## config.mk

```make
export PLATFORM = sky130hd
export DESIGN_NAME = phy_pwr_seq
export DESIGN_NICKNAME = d
export VERILOG_FILES = /design/src/rtl/phy_pwr_seq_pkg.sv /design/src/rtl/pwrseq_timer.sv /design/src/rtl/pwrseq_fsm.sv /design/src/rtl/phy_pwr_seq.sv
export SDC_FILE = /design/constraint.sdc
export NUM_CORES = 1
export LEC_CHECK = 0
export ABC_CLOCK_PERIOD_IN_PS = 4150
export BUFFER_PORTS_ARGS = -buffer_cell sky130_fd_sc_hd__buf_4
export CAP_MARGIN = 0
export CORE_AREA = 2 2 57 85
export DETAILED_ROUTE_END_ITERATION = 10
export DIE_AREA = 0 0 59 87
export SLEW_MARGIN = 20
export SYNTH_ARGS = -nofsm -noshare
export SYNTH_HDL_FRONTEND = slang
export SYNTH_HIERARCHICAL = 1
export SYNTH_SLANG_ARGS = --single-unit
export TNS_END_PERCENT = 1
```

## constraint.sdc

```tcl
create_clock -name clk_i -period 4.15 [get_ports clk_i]
set_input_delay 1.0375 -clock clk_i [delete_from_list [all_inputs] [get_ports clk_i]]
set_output_delay 1.0375 -clock clk_i [all_outputs]
set_load 0.02 [all_outputs]
```

## src/rtl/phy_pwr_seq_pkg.sv

```systemverilog
package phy_pwr_seq_pkg;
  typedef enum logic [2:0] {
    SEQ_IDLE,
    SEQ_RST_HOLD,
    SEQ_SETTLE,
    SEQ_DN_PAD,
    SEQ_DN_PDN
  } seq_state_e;
endpackage

```

## src/rtl/pwrseq_timer.sv

```systemverilog
module pwrseq_timer #(
  parameter int W = 8
) (
  input  logic         clk_i,
  input  logic         rst_ni,
  input  logic         load_i,
  input  logic [W-1:0] load_val_i,
  output logic         zero_o
);
  logic [W-1:0] cnt_q;

  always_ff @(posedge clk_i or negedge rst_ni) begin
    if (!rst_ni)              cnt_q <= '0;
    else if (load_i)          cnt_q <= load_val_i;
    else if (cnt_q != '0)     cnt_q <= cnt_q - 1'b1;
  end

  assign zero_o = (cnt_q == '0);


  timer_hold_zero_chk: assert property (@(posedge clk_i) disable iff (!rst_ni)
    (zero_o && !load_i) |=> zero_o);
endmodule

```

## src/rtl/pwrseq_fsm.sv

```systemverilog
module pwrseq_fsm
  import phy_pwr_seq_pkg::*;
#(
  parameter int          W        = 8,
  parameter logic [W-1:0] RST_LOAD = '0,
  parameter logic [W-1:0] SET_LOAD = '0
) (
  input  logic         clk_i,
  input  logic         rst_ni,
  input  logic         up_req_i,
  input  logic         dn_req_i,
  input  logic         xtal_i,
  input  logic         tmr_zero_i,
  output logic         tmr_load_o,
  output logic [W-1:0] tmr_val_o,
  output logic         phy_reset_o,
  output logic         ref_pad_sel_o,
  output logic         phy_en_o,
  output logic         lane_pwr_o,
  output logic         test_pdn_o,
  output logic         busy_o,
  output logic         done_o
);
  seq_state_e state_q;

  always_comb begin
    tmr_load_o = 1'b0;
    tmr_val_o  = RST_LOAD;
    if (state_q == SEQ_IDLE && up_req_i) begin
      tmr_load_o = 1'b1;
    end else if (state_q == SEQ_RST_HOLD && tmr_zero_i) begin
      tmr_load_o = 1'b1;
      tmr_val_o  = SET_LOAD;
    end
  end

  always_ff @(posedge clk_i or negedge rst_ni) begin
    if (!rst_ni) begin
      state_q       <= SEQ_IDLE;
      phy_reset_o   <= 1'b0;
      ref_pad_sel_o <= 1'b0;
      phy_en_o      <= 1'b0;
      lane_pwr_o    <= 1'b0;
      test_pdn_o    <= 1'b0;
      done_o        <= 1'b0;
    end else begin
      done_o <= 1'b0;
      unique case (state_q)
        SEQ_IDLE: begin
          if (up_req_i) begin
            phy_reset_o <= 1'b1;
            phy_en_o    <= 1'b0;
            lane_pwr_o  <= 1'b0;
            test_pdn_o  <= 1'b0;
            state_q     <= SEQ_RST_HOLD;
          end else if (dn_req_i) begin
            phy_en_o   <= 1'b0;
            lane_pwr_o <= 1'b0;
            state_q    <= SEQ_DN_PAD;
          end
        end
        SEQ_RST_HOLD: if (tmr_zero_i) begin
          phy_reset_o   <= 1'b0;
          ref_pad_sel_o <= xtal_i;
          state_q       <= SEQ_SETTLE;
        end
        SEQ_SETTLE: if (tmr_zero_i) begin
          phy_en_o   <= 1'b1;
          lane_pwr_o <= 1'b1;
          done_o     <= 1'b1;
          state_q    <= SEQ_IDLE;
        end
        SEQ_DN_PAD: begin
          ref_pad_sel_o <= 1'b0;
          state_q       <= SEQ_DN_PDN;
        end
        SEQ_DN_PDN: begin
          test_pdn_o <= 1'b1;
          done_o     <= 1'b1;
          state_q    <= SEQ_IDLE;
        end
        default: state_q <= SEQ_IDLE;
      endcase
    end
  end

  assign busy_o = (state_q != SEQ_IDLE);


  reset_excl_en_chk: assert property (@(posedge clk_i) disable iff (!rst_ni)
    phy_reset_o |-> !phy_en_o);

  en_after_settle_chk: assert property (@(posedge clk_i) disable iff (!rst_ni)
    $rose(phy_en_o) |-> (!phy_reset_o && lane_pwr_o && $past(state_q == SEQ_SETTLE)));

  pad_after_en_chk: assert property (@(posedge clk_i) disable iff (!rst_ni)
    $fell(ref_pad_sel_o) |-> !phy_en_o);

  pdn_last_chk: assert property (@(posedge clk_i) disable iff (!rst_ni)
    $rose(test_pdn_o) |-> (!ref_pad_sel_o && !phy_en_o && !lane_pwr_o));

  done_pulse_chk: assert property (@(posedge clk_i) disable iff (!rst_ni)
    done_o |=> !done_o);

  busy_hold_chk: assert property (@(posedge clk_i) disable iff (!rst_ni)
    (busy_o && $past(busy_o) && !$past(phy_reset_o) && phy_reset_o) |-> 1'b0);
endmodule

```

## src/rtl/phy_pwr_seq.sv

```systemverilog
module phy_pwr_seq #(
  parameter int CLK_HZ    = 125_000_000,
  parameter int RST_US    = 2000,
  parameter int SETTLE_US = 30000
) (
  input  logic clk_i,
  input  logic rst_ni,
  input  logic pwr_up_req_i,
  input  logic pwr_dn_req_i,
  input  logic xtal_present_i,
  output logic phy_reset_o,
  output logic ref_pad_sel_o,
  output logic phy_en_o,
  output logic lane_pwr_o,
  output logic test_pdn_o,
  output logic busy_o,
  output logic done_o
);
  localparam int CYC_PER_US = (CLK_HZ / 1_000_000 > 0) ? CLK_HZ / 1_000_000 : 1;
  localparam int RST_CYC    = (CYC_PER_US * RST_US > 0) ? CYC_PER_US * RST_US : 1;
  localparam int SET_CYC    = (CYC_PER_US * SETTLE_US > 0) ? CYC_PER_US * SETTLE_US : 1;
  localparam int MAX_CYC    = (RST_CYC > SET_CYC) ? RST_CYC : SET_CYC;
  localparam int W          = (MAX_CYC > 1) ? $clog2(MAX_CYC) : 1;
  localparam logic [W-1:0] RST_LOAD = W'(RST_CYC - 1);
  localparam logic [W-1:0] SET_LOAD = W'(SET_CYC - 1);

  logic         tmr_load;
  logic [W-1:0] tmr_val;
  logic         tmr_zero;

  pwrseq_timer #(.W(W)) u_timer (
    .clk_i      (clk_i),
    .rst_ni     (rst_ni),
    .load_i     (tmr_load),
    .load_val_i (tmr_val),
    .zero_o     (tmr_zero)
  );

  pwrseq_fsm #(.W(W), .RST_LOAD(RST_LOAD), .SET_LOAD(SET_LOAD)) u_fsm (
    .clk_i         (clk_i),
    .rst_ni        (rst_ni),
    .up_req_i      (pwr_up_req_i),
    .dn_req_i      (pwr_dn_req_i),
    .xtal_i        (xtal_present_i),
    .tmr_zero_i    (tmr_zero),
    .tmr_load_o    (tmr_load),
    .tmr_val_o     (tmr_val),
    .phy_reset_o   (phy_reset_o),
    .ref_pad_sel_o (ref_pad_sel_o),
    .phy_en_o      (phy_en_o),
    .lane_pwr_o    (lane_pwr_o),
    .test_pdn_o    (test_pdn_o),
    .busy_o        (busy_o),
    .done_o        (done_o)
  );
endmodule

```

==> run_results.csv <==
group,metric,value,unit
status,status,"finished clean",
clock_tree,cts_made_buffers,5,
sta,fmax,285.9,MHz
power,ir_drop,288.4,uV
place,dpl_cell_area,1861,um2
global_route,grtUsageTotal,0.1800,
global_route,top_usage_layer,"met2",
die,die_x,59,um
worst_setup_path,critPathSlowestCell,"or4_4",
sta,grt_setup_unrepaired,"no",
route,ant_nets,0,
power,powerDensity,688.5,nW/um2
cells_and_area,diodes,0,
route,drcViolationCount,0,
worst_setup_path,cp_max_fo,18,
worst_setup_path,r2r_slack,0.65,ns
global_route,grt_pass1_wl,6.851,mm
place,dp_cells,249,
route,vias,1466,
cells_and_area,syn_to_final_growth,3.078,%
sta,post-route-period-util,0.8430,
flow_run,maxCapViolCount,0,
sta,setup_viol,0,
clock_tree,cts_hold_buf,0,
cells_and_area,seqCellArea,750.7,um2
die,core-area,4429,um2
worst_setup_path,crit_required,4.35,ns
route,routedWlPerCell,15.38,um
clock_tree,h-tree-depth,2,
global_route,grt_pass1_vias,1417,
cells_and_area,multi_input_area,922.1,um2
sta,max_slew.worst_pin.slew,0.8249,ns
clock_tree,cts_setup_buffers,0,
cells_and_area,design_area,1969,um2
sta,hold_viol_final,0,
power,total_power,1.356,mW
worst_setup_path,cp.arrival,3.70,ns
logic_synthesis,synth.area.top_cells,"dfrtp_1, buf_4, nand2_1",
power,leakage,0.8278,nW
logic_synthesis,ys_seq_elements,30,
route,first_pass_iters,4,
clock_tree,path_clk_slew,0.07,ns
cells_and_area,fillCellCount,433,
die,start_util,0.4314,
min_path,hold_class,"reg2reg",
power,intPower,816.9,uW
logic_synthesis,synth_async_sr_flop_share,1.000,
worst_setup_path,critPathLaunchType,"flip-flop",
sta,clock_skew,0.005229,ns
die,pin_count,12,
worst_setup_path,end_kind,"flip-flop",
logic_synthesis,syn_inst,213,
logic_synthesis,yosysSeqAreaShare,0.3929,
die,dieHeight,87,um
logic_synthesis,synth-edff-count,0,
cells_and_area,stdcell_count,257,
sta,slew_viol_final,0,
cells_and_area,drive_above_1_share,0.1292,
route,drt-initial-drc-count,33,
sta,fin_tns_setup,0,ns
worst_setup_path,slowest_delay,0.56,ns
logic_synthesis,synth_top_area_cell,"dfrtp_1",
clock_tree,clock_sinks,30,
power,pwr-share-clk,0.214,
sta,min_period,3.498,ns
cells_and_area,final_cell_mix,"dfrtp_1, nand2_1, nor2_1",
die,die-area,5133,um2
global_route,grt_use_met2,0.3182,
power,pwr-share-seq,0.412,
power,switchingPower,538.9,uW
clock_tree,insertion_delay,0.28,ns
worst_setup_path,crit_type,"reg2reg",
cells_and_area,final_common_cell,"dfrtp_1",
global_route,grt_use_met1,0.2044,
sta,max_slew_margin,0.4450,
global_route,grt-ovfl-total,0,
clock_tree,clockRootBuffer,"clkbuf_8",
power,swShare,0.3975,
logic_synthesis,synth_cell_types,47,
power,combPwrFrac,0.375,
logic_synthesis,synth_top_area_share,0.3929,
place,globalplace.congestion,0.7959,
logic_synthesis,netlist_area,1911,um2
logic_synthesis,yosys_warnings,6,
worst_setup_path,path_cells,"inv_1, ha_1, or4b_4, or4_4, nor2_1, nand4bb_1, nand2_1, buf_4, buf_4, nand2_1, a21boi_0, a22oi_1",
global_route,use_met3,0.03120,
clock_tree,clk_path_buf_depth,2,
global_route,grt_start_max_net_pins,31,
place,io_buffers,11,
clock_tree,post_cts_resized,0,
die,placementRows,30,
worst_setup_path,crit_family,"simple AND/OR/NAND/NOR gates",
logic_synthesis,syn_avg_cell_area,8.970,um2
cells_and_area,num-nets-final,214,
worst_setup_path,critPathBufInv,3,
global_route,antenna_found_initial,0,
route,viasPerCell,5.704,
route,routed_wl,3.953,mm
clock_tree,cts_tree,"built",
place,dpl.hpwl,2.819,mm
logic_synthesis,ys.flop_type,"dfrtp_1",
## sequential cells by signal, indices dropped and copies added (netlist names)
| signal | cells |
|---|---|
| u_timer/cnt_q | 22 |
| u_fsm/phy_reset_o | 1 |
| u_fsm/done_o | 1 |
| u_fsm/state_q | 3 |
| u_fsm/lane_pwr_o | 1 |
| u_fsm/test_pdn_o | 1 |
| u_fsm/ref_pad_sel_o | 1 |
## power by group through the flow
stage / registers, mW / clock network [mW] / logic (mW)
6_report: 0.558 / 0.290 / 0.508
5_1_grt: 0.581 / 0.314 / 0.571
4_1_cts: 0.558 / 0.298 / 0.513
3_5_place_dp: 0.562 / 0 / 0.508
3_3_place_gp: 0.563 / 0 / 0.511
2_1_floorplan: 0.507 / 0 / 0.449
## layer usage
metal / share of wire / wire (um)
met1: 0.41 / 1626
met2: 0.52 / 2067
met3: 0.035 / 138
met4: 0.031 / 121
met5: 0 / 0
## per-stage QoR
stage,utilization,hold slack [ns],worst slack [ns]
final,0.4446,0.4907,0.6518
after global routing,0.4446,0.5281,0.3157
after CTS,0.4446,0.4931,0.6305
after detailed placement,0.4201,0.4715,0.6336
after global placement,0.4201,0.4780,0.7413
after floorplan,-,0.5173,0.8886
## worst reg2reg max path, stage by stage (launching register included)
cell       delay (ns)
dfrtp_1          0.40
inv_1            0.08
ha_1             0.19
or4b_4           0.53
or4_4            0.56
nor2_1           0.26
nand4bb_1        0.37
nand2_1          0.15
buf_4            0.22
buf_4            0.23
nand2_1          0.09
a21boi_0         0.14
a22oi_1          0.20
## final timing paths
kind / end / cells past startpoint / startpoint
max reg2reg: u_timer/cnt_q[15]$_DFFE_PN0P_ / 12 / u_timer/cnt_q[0]$_DFFE_PN0P_
min: u_fsm/phy_reset_o$_DFFE_PN0P_ / 2 / u_fsm/phy_reset_o$_DFFE_PN0P_
min in group asynchronous: u_timer/cnt_q[18]$_DFFE_PN0P_ / 1 / rst_ni
max in group asynchronous: u_timer/cnt_q[2]$_DFFE_PN0P_ / 1 / rst_ni
min reg2reg: u_fsm/phy_reset_o$_DFFE_PN0P_ / 2 / u_fsm/phy_reset_o$_DFFE_PN0P_
max: u_timer/cnt_q[15]$_DFFE_PN0P_ / 12 / u_timer/cnt_q[0]$_DFFE_PN0P_
## Yosys cell counts (2+ instances only)
| master | number |
|---|---|
| a22oi_1 | 4 |
| inv_1 | 8 |
| buf_6 | 4 |
| or3_1 | 3 |
| o21ai_0 | 5 |
| o31ai_1 | 11 |
| a21oi_1 | 2 |
| o21ai_1 | 6 |
| nor2_1 | 14 |
| or4_1 | 8 |
| xnor2_1 | 11 |
| nor4_1 | 7 |
| a21boi_0 | 4 |
| dfrtp_1 | 30 |
| conb_1 | 2 |
| clkbuf_1 | 7 |
| o22a_1 | 2 |
| nand2_1 | 27 |
| nor3_1 | 9 |
| buf_4 | 22 |
## cell families (layout without fill, tap and decap cells)
| family | after synthesis | in the layout | synth area share |
|---|---|---|---|
| DFF | 30 | 30 | 0.3929 |
| and+or+nand+nor | 77 | 77 | 0.2089 |
| AOI/OAI and AO/OA | 47 | 47 | 0.1795 |
| adders and majority gates | 1 | 1 | 0.006548 |
| xor gates and xnor gates | 12 | 12 | 0.05501 |
| muxes | 2 | 2 | 0.01113 |
| buffers and inverters | 42 | 29 | 0.1421 |
| other | 2 | 11 | 0.003931 |
## layout make-up
type / instances / area share
Inverter: 8 / 0.01525
Multi-Input combinational cell: 150 / 0.4682
Clock buffer: 5 / 0.03494
Tap cell: 48 / 0.03050
Sequential cell: 30 / 0.3812
Clock inverter: 3 / 0.02033
Timing Repair Buffer: 13 / 0.04956
Power figures use the tool's default switching activity.
